===== src/rtl/cfg_tlp_gen.sv =====
module cfg_tlp_gen #(
  parameter int          OFS_W  = 12,
  parameter logic [7:0]  RD_TAG = 8'h1D,
  parameter logic [7:0]  WR_TAG = 8'h10
) (
  input  logic             clk,
  input  logic             rst_n,
  input  logic             req_valid,
  output logic             req_ready,
  input  logic             req_write,
  input  logic [1:0]       req_size,
  input  logic [7:0]       req_bus,
  input  logic [4:0]       req_dev,
  input  logic [2:0]       req_func,
  input  logic [OFS_W-1:0] req_offset,
  input  logic [31:0]      req_wdata,
  input  logic [7:0]       root_bus,
  input  logic [7:0]       sec_bus,
  output logic             tx_valid,
  input  logic             tx_ready,
  output logic [31:0]      tx_data,
  output logic             tx_sop,
  output logic             tx_eop
);
  localparam int PAD_W = 16 - OFS_W;

  logic              busy;
  logic [1:0]        beat;
  logic [3:0][31:0]  pkt_q;
  logic [3:0][31:0]  pkt_d;
  logic [7:0]        code, be;
  logic [31:0]       lane_data;
  logic [4:0]        sh;
  logic              far_bus;

  assign far_bus = req_bus > sec_bus;
  assign sh      = {req_offset[1:0], 3'b000};
  assign code    = {1'b0, req_write, 5'b00010, far_bus};

  always_comb begin
    case (req_size)
      2'd0:    be = 8'h01 << req_offset[1:0];
      2'd1:    be = 8'h03 << req_offset[1:0];
      default: be = 8'h0F;
    endcase
  end

  always_comb begin
    case (req_size)
      2'd0:    lane_data = {24'h0, req_wdata[7:0]} << sh;
      2'd1:    lane_data = {16'h0, req_wdata[15:0]} << sh;
      default: lane_data = req_wdata;
    endcase
  end

  assign pkt_d[0] = {code, 24'h000001};
  assign pkt_d[1] = {root_bus, 8'h00, req_write ? WR_TAG : RD_TAG, be};
  assign pkt_d[2] = {req_bus, req_dev, req_func, {PAD_W{1'b0}},
                     req_offset[OFS_W-1:2], 2'b00};
  assign pkt_d[3] = req_write ? lane_data : 32'h0;

  assign req_ready = !busy;
  assign tx_valid  = busy;
  assign tx_data   = pkt_q[beat];
  assign tx_sop    = busy && beat == 2'd0;
  assign tx_eop    = busy && beat == 2'd3;

  always_ff @(posedge clk) begin
    if (!rst_n) begin
      busy  <= 1'b0;
      beat  <= 2'd0;
      pkt_q <= '0;
    end else if (!busy) begin
      if (req_valid) begin
        busy  <= 1'b1;
        beat  <= 2'd0;
        pkt_q <= pkt_d;
      end
    end else if (tx_ready) begin
      beat <= beat + 2'd1;
      if (beat == 2'd3) busy <= 1'b0;
    end
  end

  AST_RESET_IDLE: assert property (@(posedge clk)
    !rst_n |=> !tx_valid && req_ready);
  AST_ACCEPT_STARTS: assert property (@(posedge clk) disable iff (!rst_n)
    req_valid && req_ready |=> tx_valid && tx_sop && !req_ready);
  AST_EOP_FREES: assert property (@(posedge clk) disable iff (!rst_n)
    tx_valid && tx_ready && tx_eop |=> req_ready && !tx_valid);
  AST_SOP_NEXT: assert property (@(posedge clk) disable iff (!rst_n)
    tx_valid && tx_ready && !tx_eop |=> tx_valid && !tx_sop);
  AST_MARKERS_EXCL: assert property (@(posedge clk) disable iff (!rst_n)
    $onehot0({tx_sop, tx_eop}));
  AST_STALL_HOLD: assert property (@(posedge clk) disable iff (!rst_n)
    tx_valid && !tx_ready |=> tx_valid && $stable(tx_data) && $stable(tx_sop) && $stable(tx_eop));
endmodule


===== config.mk =====
export PLATFORM = sky130hd
export DESIGN_NAME = cfg_tlp_gen
export DESIGN_NICKNAME = d
export VERILOG_FILES = /design/src/rtl/cfg_tlp_gen.sv
export SDC_FILE = /design/constraint.sdc
export NUM_CORES = 1
export LEC_CHECK = 0
export BUFFER_PORTS_ARGS = -buffer_cell sky130_fd_sc_hd__clkbuf_2
export CAP_MARGIN = 20
export CORE_ASPECT_RATIO = 0.8
export CORE_UTILIZATION = 54
export CTS_BUF_LIST = sky130_fd_sc_hd__clkbuf_2
export DETAILED_ROUTE_END_ITERATION = 6
export PLACE_DENSITY = 0.83
export SLEW_MARGIN = 20
export SYNTH_ARGS = -nofsm -noshare
export SYNTH_HDL_FRONTEND = slang
export SYNTH_SLANG_ARGS = --single-unit

===== constraint.sdc =====
create_clock -name clk -period 1.76 [get_ports clk]
set_input_delay 0.352 -clock clk [delete_from_list [all_inputs] [get_ports clk]]
set_output_delay 0.352 -clock clk [all_outputs]
set_load 0.005 [all_outputs]

==> summary.md <==
| Metric | Value |
|---|---|
| Port buffer count | 118 |
| Row count | 28 |
| Cell internal pwr | 2350 uW |
| Worst reg2reg path endpoint | pkt_q[121] |
| WP data arrival | 1.66 ns |
| Flop pwr share | 57.0% |
| Die height | 80.3 um |
| Clk slew on worst S/H paths | 0.18 ns |
| Placed Cells | 695 |
| Critical path origin | beat[1] |
| Die X | 99.9 um |
| CTS tree | yes |
| Synth warnings | 0 |
| Psw | 996 uW |
| Hold Path Class | input pin to register |
| Routed via count | 4119 |
| Total grt overflow | 0 |
| Worst Clk Skew | 0.0138 ns |
| Die area | 8030 sq um |
| Yosys reg bits | 78 |
| Clock Tree Root | clkbuf_2 |
| Post-synthesis instance area | 4140 sq um |
| Slew margin rel. | 54.6% |
| CP Class | register to output pin |
| Register area share after synthesis | 37.7% |
| Final Hold Fails | 0 |
| Avg Inst Size Synth | 8.49 sq um |
| H-tree depth | 3 |
| Ranking of synthesized cells by area | dfxtp_1, nand2_1, a21boi_0 |
| Via density | 5.67 |
| CP endpoint kind | output pin |
| Ys async rst share | 0% |
| WP data required | 1.41 ns |
| Synthesized net count | 581 |
| Vias in the first global route | 3760 |
| Count of flip-flops with a built-in enable after synthesis | 0 |
| Hpwl dp | 8640 um |
| Setup violation total in the final timing report | 31 |
| Final Slew Violations | 0 |
| Starting Density | 55.8% |
| FF-to-FF Start | tx_valid |
| Combinational group share of total power | 20.7% |
| Syn Inst Count | 488 |
| Lkg Pwr | 0.00215 uW |
| Tot GR Track Use | 30.7% |
| CTS max path bufs | 2 |
| DRC | 0 |
| DR pass1 iterations | 6 |
| Layout cells sized above 1 | 30.9% |
| RSZ-0062 raised after global routing | yes |
| Fmax | 497 MHz |
| Top cell type's share of synthesized area | 37.7% |
| Final period utilization | 114% |
| First-pass GRT wire length | 18700 um |
| TritonCTS Buffers | 9 |
| Antenna viol nets, final | 0 |
| Final cell count without fillers | 726 |
| Worst-skew pair later-pin latency | 0.51 ns |
| Largest fanout on the critical path | 6 |
| Core Region | 7430 sq um |
| Largest net degree at the start of global routing | 40 |
| Worst Setup EP | tx_data[30] |
| Final Wtd Congestion | 0.943 |
| Initial antenna violation count | 0 |
| Clk pwr share | 22.3% |
| Nets | 711 |
| Tightest Pin Transition | 0.680 ns |
| Synth area leader | dfxtp_1 |
| Area Growth Syn to Fin | 25.0% |
| Synth unique cells | 47 |
| Setup WS post-layout | -0.254 ns |
| Routed length per instance | 16.3 um |
| Sw frac | 29.8% |
| Fillers | 613 |
| Max Cap Viol | 0 |
| Total wire length | 11900 um |
| Failing checks | negative setup slack |
| Cell Pwr Density | 647 nW/um^2 |
| ANT cells | 0 |
| Clk sink count | 78 |
| DR iter-0 viols | 280 |
| Ys flop type | dfxtp_1 |
| Status | complete, but fails checks |
| CP Launch Type | register |
| R2r worst-path depth | 4 |
| I/O pins | 119 |
| Hold Path Depth | 3 |
| Worst vdd ir | 332 uV |
| Post-Route Setup TNS | -4.80 ns |
| R2R Setup Slk | 0.22 ns |
| Post-layout minimum cycle time | 2.01 ns |
-- synthesized netlist by cell type (2+ instances only) --
| master | number |
|---|---|
| a21boi_0 | 35 |
| a21boi_1 | 9 |
| a21o_1 | 8 |
| a21oi_1 | 13 |
| a222oi_1 | 8 |
| a22o_1 | 16 |
| a22oi_1 | 8 |
| a22oi_2 | 8 |
| and2_1 | 4 |
| and3_1 | 4 |
| buf_2 | 15 |
| buf_4 | 2 |
| buf_6 | 5 |
| clkbuf_1 | 16 |
| dfxtp_1 | 78 |
| ha_1 | 10 |
| inv_1 | 11 |
| mux2i_1 | 23 |
| mux4_2 | 3 |
| nand2_1 | 102 |
| nand3_1 | 8 |
| nor2_1 | 22 |
| nor2b_1 | 22 |
| nor3b_1 | 2 |
| o21ai_0 | 34 |
-- power groups by stage --
stage / Clock (uW) / Combinational [uW] / Sequential (uW)
2_1_floorplan: 0 / 393 / 1920
3_3_place_gp: 0 / 618 / 1940
3_5_place_dp: 0 / 635 / 1940
4_1_cts: 769 / 654 / 1900
5_1_grt: 875 / 760 / 1910
6_report: 748 / 693 / 1910
-- sequential cells by signal, indices dropped and copies added (netlist names) --
| signal | flops |
|---|---|
| beat | 2 |
| pkt_q | 75 |
| tx_valid | 1 |
-- worst min-delay path by stage --
stage	start	endpoint	slack, ns
CTS	req_offset[6]	pkt_q[70]	0.01
global placement	pkt_q[109]	pkt_q[109]	0.44
finish	req_dev[3]	pkt_q[86]	0.07
global route	req_offset[3]	pkt_q[67]	0.002
detailed placement	pkt_q[104]	pkt_q[104]	0.45
floorplan	pkt_q[120]	pkt_q[120]	0.42
-- layout by cell type, fill, tap and decap left out, types with 3 or more instances in the layout --
| cell type | instances |
|---|---|
| a21o_1 | 8 |
| a21oi_1 | 13 |
| nor2_2 | 3 |
| mux2i_1 | 21 |
| inv_1 | 10 |
| buf_6 | 3 |
| o21ai_1 | 11 |
| ha_1 | 9 |
| a22o_1 | 16 |
| a22oi_2 | 8 |
| and2_1 | 3 |
| buf_2 | 6 |
| and3_1 | 4 |
| a22oi_1 | 8 |
| a21boi_1 | 9 |
| a222oi_1 | 8 |
| nor2b_1 | 20 |
| a21boi_0 | 35 |
| mux4_2 | 3 |
| nand2_1 | 102 |
| dlygate4sd3_1 | 13 |
| nor2_1 | 18 |
| clkbuf_2 | 123 |
| dfxtp_1 | 75 |
| o21ai_0 | 23 |
| nand3_1 | 8 |
| buf_4 | 20 |
-- stage by stage --
| stage | setup WS [ns] | utilization, % | total power [uW] | area [sq um] | hold slack, ns |
|---|---|---|---|---|---|
| finish | -0.254 | 69.7 | 3350 | 5170 | 0.0696 |
| global route | -0.372 | 69.7 | 3550 | 5170 | 0.00213 |
| CTS | -0.296 | 67.6 | 3330 | 5020 | 0.0102 |
| detailed placement | 0.0499 | 65.3 | 2570 | 4850 | 0.451 |
| global placement | 0.155 | 65.3 | 2550 | 4850 | 0.442 |
| floorplan | 0.0942 | - | 2310 | 4140 | 0.420 |
-- cell families after synthesis --
family	count (synthesis)	share of synthesized area, %
DFF	78	37.7
AOI/OAI and AO/OA	147	25.9
buffers and inverters	51	6.16
muxes	26	7.19
and+or+nand+nor	176	20.1
adders and majority gates	10	3.02
-- cell type report --
cell class | instances | area, sq um | area share (%)
Clock buffer | 11 | 55.1 | 1.06
Clock inverter | 3 | 13.8 | 0.266
Inverter | 12 | 48.8 | 0.943
Multi-Input combinational cell | 359 | 2380 | 46.0
Sequential cell | 78 | 1570 | 30.3
Tap cell | 105 | 131 | 2.54
Timing Repair Buffer | 158 | 975 | 18.8
-- critical path: stages (launching register included) --
cell and delay, ns:
dfxtp_4 0.41, buf_8 0.12, mux4_2 0.50, clkbuf_2 0.13
-- layer usage --
layer	vias to the layer above	global-route usage (%)	wire (um)
met2	225	49.9	5520
met3	19	8.62	1030
met4	0	8.24	170
li1	1970	-	-
met5	-	0	0
met1	1905	40.0	5130
-- timing repair --
item | 4_1_cts | 5_1_grt
setup buffers | 3 | 1
setup endpoints to repair | 34 | 36
pin swaps | 1 | 1
hold buffers | 0 | 13
endpoints found under the hold margin | 0 | 13
resized for setup | 32 | 13
No activity file was read; power rests on OpenSTA's default activity.
